[src/rtl/fwd_pkg.sv]
package fwd_pkg;
    // Operand source codes seen at the block's outputs.
    typedef enum logic [1:0] {
        SEL_RF  = 2'b00,
        SEL_WB  = 2'b01,
        SEL_MEM = 2'b10
    } fwd_sel_t;

    localparam int unsigned NUM_OPND = 2;
endpackage

[src/rtl/fwd_match.sv]
module fwd_match #(
    parameter int unsigned REG_AW = 5
) (
    input  logic [REG_AW-1:0] src_idx,
    input  logic [REG_AW-1:0] dst_idx,
    input  logic              wen,
    output logic              hit
);
    localparam logic [REG_AW-1:0] ZERO_REG = '0;

    always_comb begin
        hit = wen && (dst_idx != ZERO_REG) && (dst_idx == src_idx);
    end
endmodule

[src/rtl/fwd_select.sv]
module fwd_select
    import fwd_pkg::*;
(
    input  logic     hit_near,
    input  logic     hit_far,
    output fwd_sel_t sel
);
    typedef struct packed {
        fwd_sel_t sel;
    } sel_state_t;

    sel_state_t state_d;

    always_comb begin
        state_d.sel = SEL_RF;
        if (hit_near) begin
            state_d.sel = SEL_MEM;
        end else if (hit_far) begin
            state_d.sel = SEL_WB;
        end
    end

    assign sel = state_d.sel;
endmodule

[src/rtl/fwd_opmux.sv]
module fwd_opmux
    import fwd_pkg::*;
#(
    parameter int unsigned XLEN = 32
) (
    input  fwd_sel_t          sel,
    input  logic [XLEN-1:0]   rf_val,
    input  logic [XLEN-1:0]   near_val,
    input  logic [XLEN-1:0]   far_val,
    output logic [XLEN-1:0]   opnd
);
    always_comb begin
        unique case (sel)
            SEL_MEM: opnd = near_val;
            SEL_WB:  opnd = far_val;
            default: opnd = rf_val;
        endcase
    end
endmodule

[src/rtl/fwd_unit.sv]
module fwd_unit
    import fwd_pkg::*;
#(
    parameter int unsigned REG_AW = 5,
    parameter int unsigned XLEN   = 32
) (
    input  logic [REG_AW-1:0] ex_src_a_idx,
    input  logic [REG_AW-1:0] ex_src_b_idx,
    input  logic [REG_AW-1:0] mem_dst_idx,
    input  logic              mem_wen,
    input  logic [XLEN-1:0]   mem_result,
    input  logic [REG_AW-1:0] wb_dst_idx,
    input  logic              wb_wen,
    input  logic [XLEN-1:0]   wb_value,
    input  logic [XLEN-1:0]   rf_a_val,
    input  logic [XLEN-1:0]   rf_b_val,
    output logic [1:0]        fwd_sel_a,
    output logic [1:0]        fwd_sel_b,
    output logic [XLEN-1:0]   opnd_a,
    output logic [XLEN-1:0]   opnd_b
);
    logic [REG_AW-1:0] src_idx [NUM_OPND];
    logic [XLEN-1:0]   rf_val  [NUM_OPND];
    fwd_sel_t          sel     [NUM_OPND];
    logic [XLEN-1:0]   opnd    [NUM_OPND];

    assign src_idx[0] = ex_src_a_idx;
    assign src_idx[1] = ex_src_b_idx;
    assign rf_val[0]  = rf_a_val;
    assign rf_val[1]  = rf_b_val;

    for (genvar g = 0; g < NUM_OPND; g++) begin : g_opnd
        logic hit_mem;
        logic hit_wb;

        fwd_match #(.REG_AW(REG_AW)) mem_cmp_i (
            .src_idx (src_idx[g]),
            .dst_idx (mem_dst_idx),
            .wen     (mem_wen),
            .hit     (hit_mem)
        );

        fwd_match #(.REG_AW(REG_AW)) wb_cmp_i (
            .src_idx (src_idx[g]),
            .dst_idx (wb_dst_idx),
            .wen     (wb_wen),
            .hit     (hit_wb)
        );

        fwd_select sel_i (
            .hit_near (hit_mem),
            .hit_far  (hit_wb),
            .sel      (sel[g])
        );

        fwd_opmux #(.XLEN(XLEN)) mux_i (
            .sel      (sel[g]),
            .rf_val   (rf_val[g]),
            .near_val (mem_result),
            .far_val  (wb_value),
            .opnd     (opnd[g])
        );
    end

    assign fwd_sel_a = sel[0];
    assign fwd_sel_b = sel[1];
    assign opnd_a    = opnd[0];
    assign opnd_b    = opnd[1];
endmodule

[config.mk]
export PLATFORM = sky130hd
export DESIGN_NAME = fwd_unit
export DESIGN_NICKNAME = d
export VERILOG_FILES = /design/src/rtl/fwd_pkg.sv /design/src/rtl/fwd_match.sv /design/src/rtl/fwd_select.sv /design/src/rtl/fwd_opmux.sv /design/src/rtl/fwd_unit.sv
export SDC_FILE = /design/constraint.sdc
export NUM_CORES = 1
export LEC_CHECK = 0
export BUFFER_PORTS_ARGS = -buffer_cell sky130_fd_sc_hd__buf_2
export CAP_MARGIN = 30
export CORE_AREA = 5 5 81 83
export DETAILED_ROUTE_END_ITERATION = 6
export DIE_AREA = 0 0 86 88
export PLACE_DENSITY = 0.83
export SLEW_MARGIN = 25
export SYNTH_ARGS = -nofsm -noshare
export SYNTH_HDL_FRONTEND = slang
export SYNTH_HIERARCHICAL = 1
export SYNTH_SLANG_ARGS = --single-unit
[constraint.sdc]
create_clock -name vclk -period 3
set_input_delay 0.6 -clock vclk [all_inputs]
set_output_delay 0.6 -clock vclk [all_outputs]
set_load 0.05 [all_outputs]
==> summary.md, run 1 <==
| Metric | Value |
|---|---|
| Status | `finished with violations` |
| Failing checks | `setup timing` |
| # rows | `28` |
| Layout cells sized above 1 | `approximately 86%` |
| Commonest non-fill, non-tap cell in the layout | `buf_2` |
| I/O Buffers | `218` |
| Clock buf count | `0` |
| Grt total ovfl | `0` |
| Top cell by count, worst path | `buf_8` |
| Unrepaired setup endpoints after global routing | `true` |
| Antenna violations before repair | `0` |
| Starting DRT DRC Count | `148` |
| Worst Path Max Fanout | `7` |
| Remaining antenna violation count | `0` |
| Post-route clock period utilization | `106%` |
| Final Hold Fails | `0` |
| Reg area | `0 sq um` |
| Power Density | `about 170 nW/um^2` |
| Worst slew margin | `about three quarters` |
| CP endpoint kind | `output pin` |
| Crit path kind | `in -> out` |
| Tot GR Track Use | `between 20 and 30%` |
| Arrival @ worst endpoint | `2.58 ns` |
| Commonest non-fill, non-tap cells in the layout | `buf_2 (145), o21ai_4 (64), a22oi_2 (58), buf_6 (55), nand2_1 (37)` |
| Die Ht | `between 80 and 90 um` |
| Hold Crit Depth | `4` |
| Slowest-stage cell, CP | `or2_1` |
| Crit-path cells | `buf_6 > or2_1 > o21ai_1 > and4_1 > nor2b_4 > inv_2 > ha_4 > buf_8 > clkbuf_16 > buf_4 > o21ai_4 > buf_8` |
| Maxcap violations | `0` |
| Diodes inserted | `0` |
| # fillers | `about 230` |
| Final WL | `~15000 um` |
| Final WS setup | `-0.179 ns` |
| Final-stage net count | `approximately 670` |
| Core region area | `between 5000 and 6000 sq um` |
| Post-Synthesis Cells | `270` |
| First-pass GRT wire length | `17500 um` |
| Post-layout instance area | `between 5000 and 6000 sq um` |
| Startpoint Class | `input port` |
| Post-layout min period | `between 3 and 4 ns` |
| CP max stage delay | `0.25 ns` |
| Initial DRT Pass Iterations | `4` |
| Worst Hold End | `opnd_a[28]` |
| Ys Warns | `6` |
| Final setup viols | `64` |
| Layout area overhead | `222%` |
| HP Start | `rf_a_val[28]` |
| DP HPWL | `around 7400 um` |
| Critical path required time | `between 2 and 2.5 ns` |
| Fmax | `around 310 MHz` |
| # IOs | `~220` |
| Starting Density | `around 28%` |
| Worst hold path class | `in -> out` |
| Via density | `between 6 and 7` |
| Mapped Nets | `424` |
| Die area | `7570 sq um` |
| Leakage | `roughly 2.2 nW` |
| Gpl congestion | `between 0.8 and 0.9` |
| Slew Viols, Final | `0` |
| Number of library cell types mapped by synthesis | `16` |
| Die extent in x | `between 80 and 90 um` |
| Vias in the first global route | `approximately 3500` |
| Num sequential | `0` |
| Residual DRC | `0` |
| Vias | `between 3000 and 4000` |
| Largest net degree at the start of global routing | `28` |
| Placed cell count | `about 570` |
| Post-synthesis sequential area ratio | `0%` |
| Avg Inst Size Synth | `between 6 and 7 sq um` |
| Placed Instance Area | `between 3000 and 4000 sq um` |
| Worst vdd ir | `0.000123 V` |
| Tightest Pin Transition | `between 0.3 and 0.4 ns` |
| Synthesized area | `1620 sq um` |
| Routed wire per std cell | `between 20 and 30 um` |
| Cell Count, Final, Fillers Out | `roughly 600` |
[synth_stat cells]
| cell type | instances | share of area [%] |
|---|---|---|
| buf_6 | 6 | 4.2 |
| buf_4 | 2 | 0.93 |
| ha_1 | 4 | 3.1 |
| nand2_1 | 68 | 16 |
| nor2b_4 | 2 | 1.7 |
| xor2_1 | 12 | 6.5 |
| inv_1 | 4 | 0.93 |
| buf_2 | 20 | 6.2 |
| o21ai_0 | 4 | 1.2 |
| o21ai_1 | 64 | 20 |
| nor4_2 | 4 | 3.1 |
| or2_0 | 4 | 1.5 |
| nor3_1 | 4 | 1.2 |
| xnor2_1 | 4 | 2.2 |
| a22oi_1 | 64 | 30 |
| and4_1 | 4 | 2.2 |
[per-layer routing]
layer	part of all wire [%]	up-vias	global-route usage, %
met1	31	1742	29.2
met3	9.0	109	4.80
met4	7.4	0	12.4
met2	52	321	56.1
li1	-	1506	-
met5	0	-	0
[timing repair]
| item | in CTS | in global routing |
|---|---|---|
| setup buffers | 4 | 5 |
| pin swaps | 7 | 18 |
| resized for setup | 190 | 106 |
| hold buffers | 0 | 0 |
| endpoints found under the setup margin | 64 | 64 |
| gates cloned | 5 | 6 |
[area by class of cell]
type	instances	area (sq um)	area share, %
multi-input combinational	238	2680	51.5
timing repair buffer	276	2420	46.4
tap	75	93.8	1.80
inverter	4	15.0	0.288
[critical path: cells and delay by family]
family / cells / cell delay [ns]
buffers and inverters: 6 / 0.76
AND/OR/NAND/NOR: 3 / 0.64
AO/OA/AOI/OAI: 2 / 0.31
adder cells (fa/ha/maj): 1 / 0.25
[worst max-delay path by stage]
stage,from,slack [ns],to,depth (start not counted)
6_report,ex_src_b_idx[4],-0.18,opnd_b[23],12
5_1_grt,ex_src_a_idx[3],-0.22,opnd_a[22],12
4_1_cts,wb_dst_idx[3],-0.08,opnd_a[14],13
3_5_place_dp,mem_dst_idx[0],-0.23,opnd_a[0],11
3_3_place_gp,mem_dst_idx[0],-0.16,opnd_a[10],11
2_1_floorplan,ex_src_a_idx[3],0.02,opnd_a[10],8
[cell families (layout without fill, tap and decap cells)]
group,after synthesis,count (layout),share of synthesized area (%)
AOI/OAI and AO/OA,132,132,50.6
xor gates and xnor gates,16,16,8.64
adders and majority gates,4,4,3.09
buffers and inverters,32,280,12.2
and+or+nand+nor,86,86,25.5
[power breakdown]
group          total, W  switching, W  internal, W
Sequential            0             0            0
Clock                 0             0            0
Combinational  0.000869      0.000511     0.000357
[per-stage QoR]
step	setup TNS [ns]	worst slack [ns]	power, W	hold slack (ns)	util, %
3_3_place_gp	-6.42	-0.157	0.000615	1.64	65.3
3_5_place_dp	-8.35	-0.229	0.000629	1.64	65.3
5_1_grt	-9.38	-0.216	0.000897	1.56	90.2
6_report	-6.25	-0.179	0.000869	1.54	90.2
4_1_cts	-1.67	-0.0758	0.000757	1.55	80.6
2_1_floorplan	0	0.0165	0.000423	1.41	-
Note: power is estimated with default switching activity, not from simulation.
==> run 2: changes to the inputs <==
--- a/config.mk
+++ b/config.mk
@@ -7,10 +7,10 @@
 export LEC_CHECK = 0
 export BUFFER_PORTS_ARGS = -buffer_cell sky130_fd_sc_hd__buf_2
 export CAP_MARGIN = 30
-export CORE_AREA = 5 5 81 83
+export CORE_AREA = 5 5 82 84
 export DETAILED_ROUTE_END_ITERATION = 6
-export DIE_AREA = 0 0 86 88
-export PLACE_DENSITY = 0.83
+export DIE_AREA = 0 0 87 89
+export PLACE_DENSITY = 0.84
 export SLEW_MARGIN = 25
 export SYNTH_ARGS = -nofsm -noshare
 export SYNTH_HDL_FRONTEND = slang
==> constraint.sdc (replaced) <==
create_clock -name vclk -period 2.7
set_input_delay 0.54 -clock vclk [all_inputs]
set_output_delay 0.54 -clock vclk [all_outputs]
set_load 0.05 [all_outputs]
==> run 2 against run 1 <==
  * The run still ends with setup timing left
  * Non-clock buffer count down 7
  * Worst hold slack worse by 0.12 ns
  * Cell count down 1.2%
  * Flip-flop and latch count unchanged
  * Utilization down 3.2 points
  * Worst setup slack worse by 0.17 ns
  * Total power up 10%
==> summary.md, run 2 (synthesis gave the netlist of run 1 again) <==
| Metric | Value |
|---|---|
| Failing checks | `setup timing` |
| # fillers | `290` |
| First-pass GRT wire length | `approximately 19000 um` |
| Gpl congestion | `around 0.91` |
| Antenna violations before repair | `0` |
| Layout area overhead | `214%` |
| Flop pwr share | `0%` |
| Worst slew margin | `roughly three quarters` |
| Crit-path cells | `buf_2 > xor2_1 > nor3_1 > and4_4 > nor2b_4 > ha_2 > buf_12 > a22oi_1 > o21ai_4 > buf_6` |
| Routed wire per std cell | `about 25 um` |
| Via density | `between 6 and 7` |
| Residual DRC | `0` |
| Worst vdd ir | `~0.00013 V` |
| CP max stage delay | `between 0.3 and 0.4 ns` |
| Pint | `0.000394 W` |
| Clock buf count | `0` |
| Vias in the first global route | `3773` |
| Layout cells sized above 1 | `~90%` |
| Area occupied by multi-input gates | `around 2600 sq um` |
| Die Ht | `slightly below 90 um` |
| Remaining antenna violation count | `0` |
| TNS Setup | `-15.44 ns` |
| Slowest-stage cell, CP | `a22oi_1` |
| Starting DRT DRC Count | `between 150 and 200` |
| Final-stage net count | `667` |
| Power Density | `roughly 190 nW/um^2` |
| Delay-heaviest family, CP | `simple AND/OR/NAND/NOR gates` |
| Slew Viols, Final | `0` |
| Commonest non-fill, non-tap cells in the layout | `buf_2 (145), buf_6 (70), o21ai_4 (64), a22oi_2 (53), nand2_2 (39)` |
| DP HPWL | `approximately 7700 um` |
| Crit path kind | `in -> out` |
| Grt total ovfl | `0` |
| Clk pwr share | `0%` |
| Post-route clock period utilization | `113%` |
| Switch share | `approximately three fifths` |
| Reg area | `0 sq um` |
| Leakage | `about 2.1 nW` |
| Die extent in x | `around 87 um` |
| Core region area | `a little under 6000 sq um` |
| Post-layout min period | `approximately 3.0 ns` |
| Largest net degree at the start of global routing | `19` |
| Arrival @ worst endpoint | `approximately 2.5 ns` |
| Initial DRT Pass Iterations | `4` |
| Final WL | `around 15000 um` |
| Starting Density | `~28%` |
| Critical path required time | `approximately 2.2 ns` |
| Final WS setup | `-0.346 ns` |
| Switching power | `between 0.0005 and 0.0006 W` |
| Worst hold path class | `in -> out` |
| Commonest non-fill, non-tap cell in the layout | `buf_2` |
| Diodes inserted | `0` |
| Final setup viols | `64` |
| Place WS | `-0.365 ns` |
| CP endpoint kind | `output pin` |
| Worst Path Max Fanout | `17` |
| Status | `finished with violations` |
| CTS hold repair buffers | `0` |
| Tot GR Track Use | `about a third` |
| Part of the power in combinational logic | `between 90% and 100%` |
| Fmax | `~330 MHz` |
| Final Core Density | `between 80% and 90%` |
| Startpoint Class | `input port` |
| # rows | `28` |
| Unrepaired setup endpoints after global routing | `true` |
| Die area | `approximately 7700 sq um` |
| Tightest Pin Transition | `0.381 ns` |
| Num sequential | `0` |
| Vias | `between 3000 and 4000` |
| I/O Buffers | `between 200 and 250` |
| Final Hold Fails | `0` |
| CP Buf/Inv Count | `3` |
| Maxcap violations | `0` |
| # IOs | `around 220` |
## run 2: worst paths after layout
kind	endpoint	from	cells after the start
worst max-delay path	opnd_a[5]	ex_src_a_idx[3]	10
worst min-delay path	opnd_b[10]	rf_b_val[10]	4
## run 2: timing repair
item	in CTS	in global routing
endpoints found under the setup margin	64	64
resized for setup	222	83
pin swaps	15	22
gates cloned	5	1
setup buffers	8	9
## run 2: layer usage
layer	part of all wire, %	GRT usage, %
met1	32	31.6
met2	53	61.6
met3	8.9	6.18
met4	5.9	14.4
met5	0	0
## run 2: per-stage QoR
step	total power, W	hold slack (ns)	cells	instance area [sq um]
after CTS	0.000865	1.43	580	4790
after floorplan	0.000473	1.24	270	2510
after global placement	0.000688	1.51	567	3760
after detailed placement	0.000702	1.51	567	3760
after global routing	0.000985	1.43	586	5090
final	0.000957	1.43	586	5090
## run 2: cell type report
class | count | area share [%]
inverters | 4 | 0.295
well taps | 75 | 1.84
repair buffers | 269 | 46.0
multi-input cells | 238 | 51.8
## run 2: worst min-delay path, stage by stage
cell	delay [ns]
buf_2	0.08
nand2_2	0.06
o21ai_4	0.05
buf_6	0.15
## run 2: power groups by stage
stage                     Sequential, W  Combinational [W]  Clock, W
after floorplan                       0           0.000473         0
after global placement                0           0.000688         0
after detailed placement              0           0.000702         0
after CTS                             0           0.000865         0
after global routing                  0           0.000985         0
final                                 0           0.000957         0
==> run 3: changes to the inputs <==
--- a/config.mk
+++ b/config.mk
@@ -7,10 +7,11 @@
 export LEC_CHECK = 0
 export BUFFER_PORTS_ARGS = -buffer_cell sky130_fd_sc_hd__buf_2
 export CAP_MARGIN = 30
-export CORE_AREA = 5 5 82 84
+export CORE_AREA = 5 5 81 83
 export DETAILED_ROUTE_END_ITERATION = 6
-export DIE_AREA = 0 0 87 89
-export PLACE_DENSITY = 0.84
+export DIE_AREA = 0 0 86 88
+export GPL_TIMING_DRIVEN = 0
+export PLACE_DENSITY = 0.83
 export SLEW_MARGIN = 25
 export SYNTH_ARGS = -nofsm -noshare
 export SYNTH_HDL_FRONTEND = slang
==> constraint.sdc (replaced) <==
create_clock -name vclk -period 3.2
set_input_delay 0.64 -clock vclk [all_inputs]
set_output_delay 0.64 -clock vclk [all_outputs]
set_load 0.05 [all_outputs]
==> run 3 against run 2 <==
  * The run now ends clean
  * Cell count decreased by 3.1%
  * Combinational power decreased by 30%
  * Utilization decreased by 14 points
  * Flip-flop and latch count unchanged
  * Total power decreased by 30%
  * Highest routed layer unchanged
  * Sequential share of layout area unchanged
  * Worst setup slack improved by 0.40 ns
==> summary.md, run 3 (synthesis gave the netlist of run 1 again) <==
| Metric | Value |
|---|---|
| Placed cell count | `between 500 and 600` |
| HP Start | `rf_a_val[8]` |
| Cell Count, Final, Fillers Out | `568` |
| Clock buf count | `0` |
| Tot GR Track Use | `a little under a quarter` |
| Starting Density | `approximately 28%` |
| I/O Buffers | `approximately 220` |
| Slew Viols, Final | `0` |
| CP Buf/Inv Count | `5` |
| First-pass GRT wire length | `around 15000 um` |
| Vias | `around 3200` |
| Hold Crit Depth | `4` |
| Grt total ovfl | `0` |
| Startpoint Class | `input port` |
| Worst vdd ir | `approximately 0.00011 V` |
| Critical path required time | `around 2.6 ns` |
| Post-route clock period utilization | `between 90% and 100%` |
| Vias in the first global route | `3251` |
| Tightest Pin Transition | `~0.29 ns` |
| Antenna violations before repair | `0` |
| Remaining antenna violation count | `0` |
| DP HPWL | `7390 um` |
| Status | `complete, no violations` |
| Layout cells sized above 1 | `between 70% and 80%` |
| CTS hold repair buffers | `0` |
| Final Hold Fails | `0` |
| Final WL | `roughly 11000 um` |
| Placed Instance Area | `about 3300 sq um` |
| Worst Path Max Fanout | `10` |
| Crit path kind | `in -> out` |
| Starting DRT DRC Count | `between 90 and 100` |
| Largest net degree at the start of global routing | `11` |
| Worst Hold End | `opnd_a[8]` |
| # rows | `28` |
| Arrival @ worst endpoint | `about 2.5 ns` |
| Diodes inserted | `0` |
| Area occupied by multi-input gates | `2160 sq um` |
| Final setup viols | `0` |
| Worst slew margin | `80.7%` |
| Die Ht | `88 um` |
| Final-stage net count | `between 600 and 700` |
| Gpl congestion | `0.819` |
| Residual DRC | `0` |
| Maxcap violations | `0` |
| # fillers | `430` |
| Commonest non-fill, non-tap cell in the layout | `buf_2` |
| Crit-path cells | `buf_2 > xor2_1 > nor3_1 > and4_1 > nor2b_4 > inv_2 > ha_4 > buf_12 > buf_8 > nand2_1 > o21ai_4 > buf_6` |
| Num sequential | `0` |
| Via density | `between 5 and 6` |
| CP max stage delay | `0.26 ns` |
| Die area | `~7600 sq um` |
| Post-layout min period | `between 3 and 4 ns` |
| Delay-heaviest family, CP | `simple AND/OR/NAND/NOR gates` |
| # IOs | `218` |
| Core region area | `just under 6000 sq um` |
| Routed wire per std cell | `~19 um` |
| Layout area overhead | `159%` |
| TNS Setup | `0 ns` |
| Commonest non-fill, non-tap cells in the layout | `buf_2 (154), nand2_1 (60), buf_6 (59), o21ai_4 (36), a22oi_2 (34)` |
| CP endpoint kind | `output pin` |
| Die extent in x | `86 um` |
| Final Core Density | `72.7%` |
| Reg area | `0 sq um` |
| Fmax | `between 300 and 400 MHz` |
| Leakage | `around 1.8 nW` |
| Power Density | `160 nW/um^2` |
| Slowest-stage cell, CP | `ha_4` |
| Post-layout instance area | `around 4200 sq um` |
| Worst hold path class | `in -> out` |
| Initial DRT Pass Iterations | `4` |
run 3: cell count changes in the layout (fill, tap and decap cells not counted), sizes merged:
| cell | before | now |
|---|---|---|
| buf | 268 | 248 |
| clkbuf | 1 | 3 |
run 3: per-layer routing:
layer  up-vias  wire (um)  global-route usage (%)
met5         -          0                       0
met4         0        233                    6.04
met3        26        817                    2.73
met2       182       5990                    47.7
met1      1537       3730                    25.8
li1       1453          -                       -
run 3: worst max path at each step:
| stage | slack [ns] | startpoint | endpoint | cells past startpoint |
|---|---|---|---|---|
| 2_1_floorplan | -0.20 | mem_dst_idx[0] | opnd_a[30] | 8 |
| 3_3_place_gp | -0.36 | mem_dst_idx[0] | opnd_a[29] | 12 |
| 3_5_place_dp | -0.39 | mem_dst_idx[0] | opnd_a[29] | 12 |
| 4_1_cts | -0.04 | mem_dst_idx[0] | opnd_a[29] | 12 |
| 5_1_grt | -0.05 | mem_dst_idx[0] | opnd_a[21] | 12 |
| 6_report | 0.05 | wb_dst_idx[1] | opnd_a[21] | 12 |
run 3: cell type report:
cell class / count / area share, %
Multi-Input combinational cell: 238 / 51.5
Timing Repair Buffer: 223 / 37.4
Buffer: 28 / 8.52
Tap cell: 75 / 2.23
Inverter: 4 / 0.357
run 3: worst min-delay path, cell delays in order:
cell,delay (ns)
buf_2,0.08
nand2_1,0.05
o21ai_2,0.05
buf_6,0.15
run 3: repair_timing:
item                                    in CTS  in global routing
gates cloned                                 0                  3
endpoints found under the setup margin      64                 64
setup buffers                                0                  2
pin swaps                                    0                  6
gates resized for setup                    149                 91
run 3: report_power, final:
part | switching [W] | internal, W | total (W)
clock | 0 | 0 | 0
combinational | 0.000405 | 0.000268 | 0.000673
sequential | 0 | 0 | 0
run 3: metrics by stage:
stage	total power (W)	setup slack (ns)	hold WS (ns)
after detailed placement	0.000536	-0.394	1.68
final	0.000673	0.0546	1.61
after global routing	0.000702	-0.0530	1.63
after floorplan	0.000353	-0.200	1.49
after global placement	0.000527	-0.359	1.68
after CTS	0.000612	-0.0405	1.61
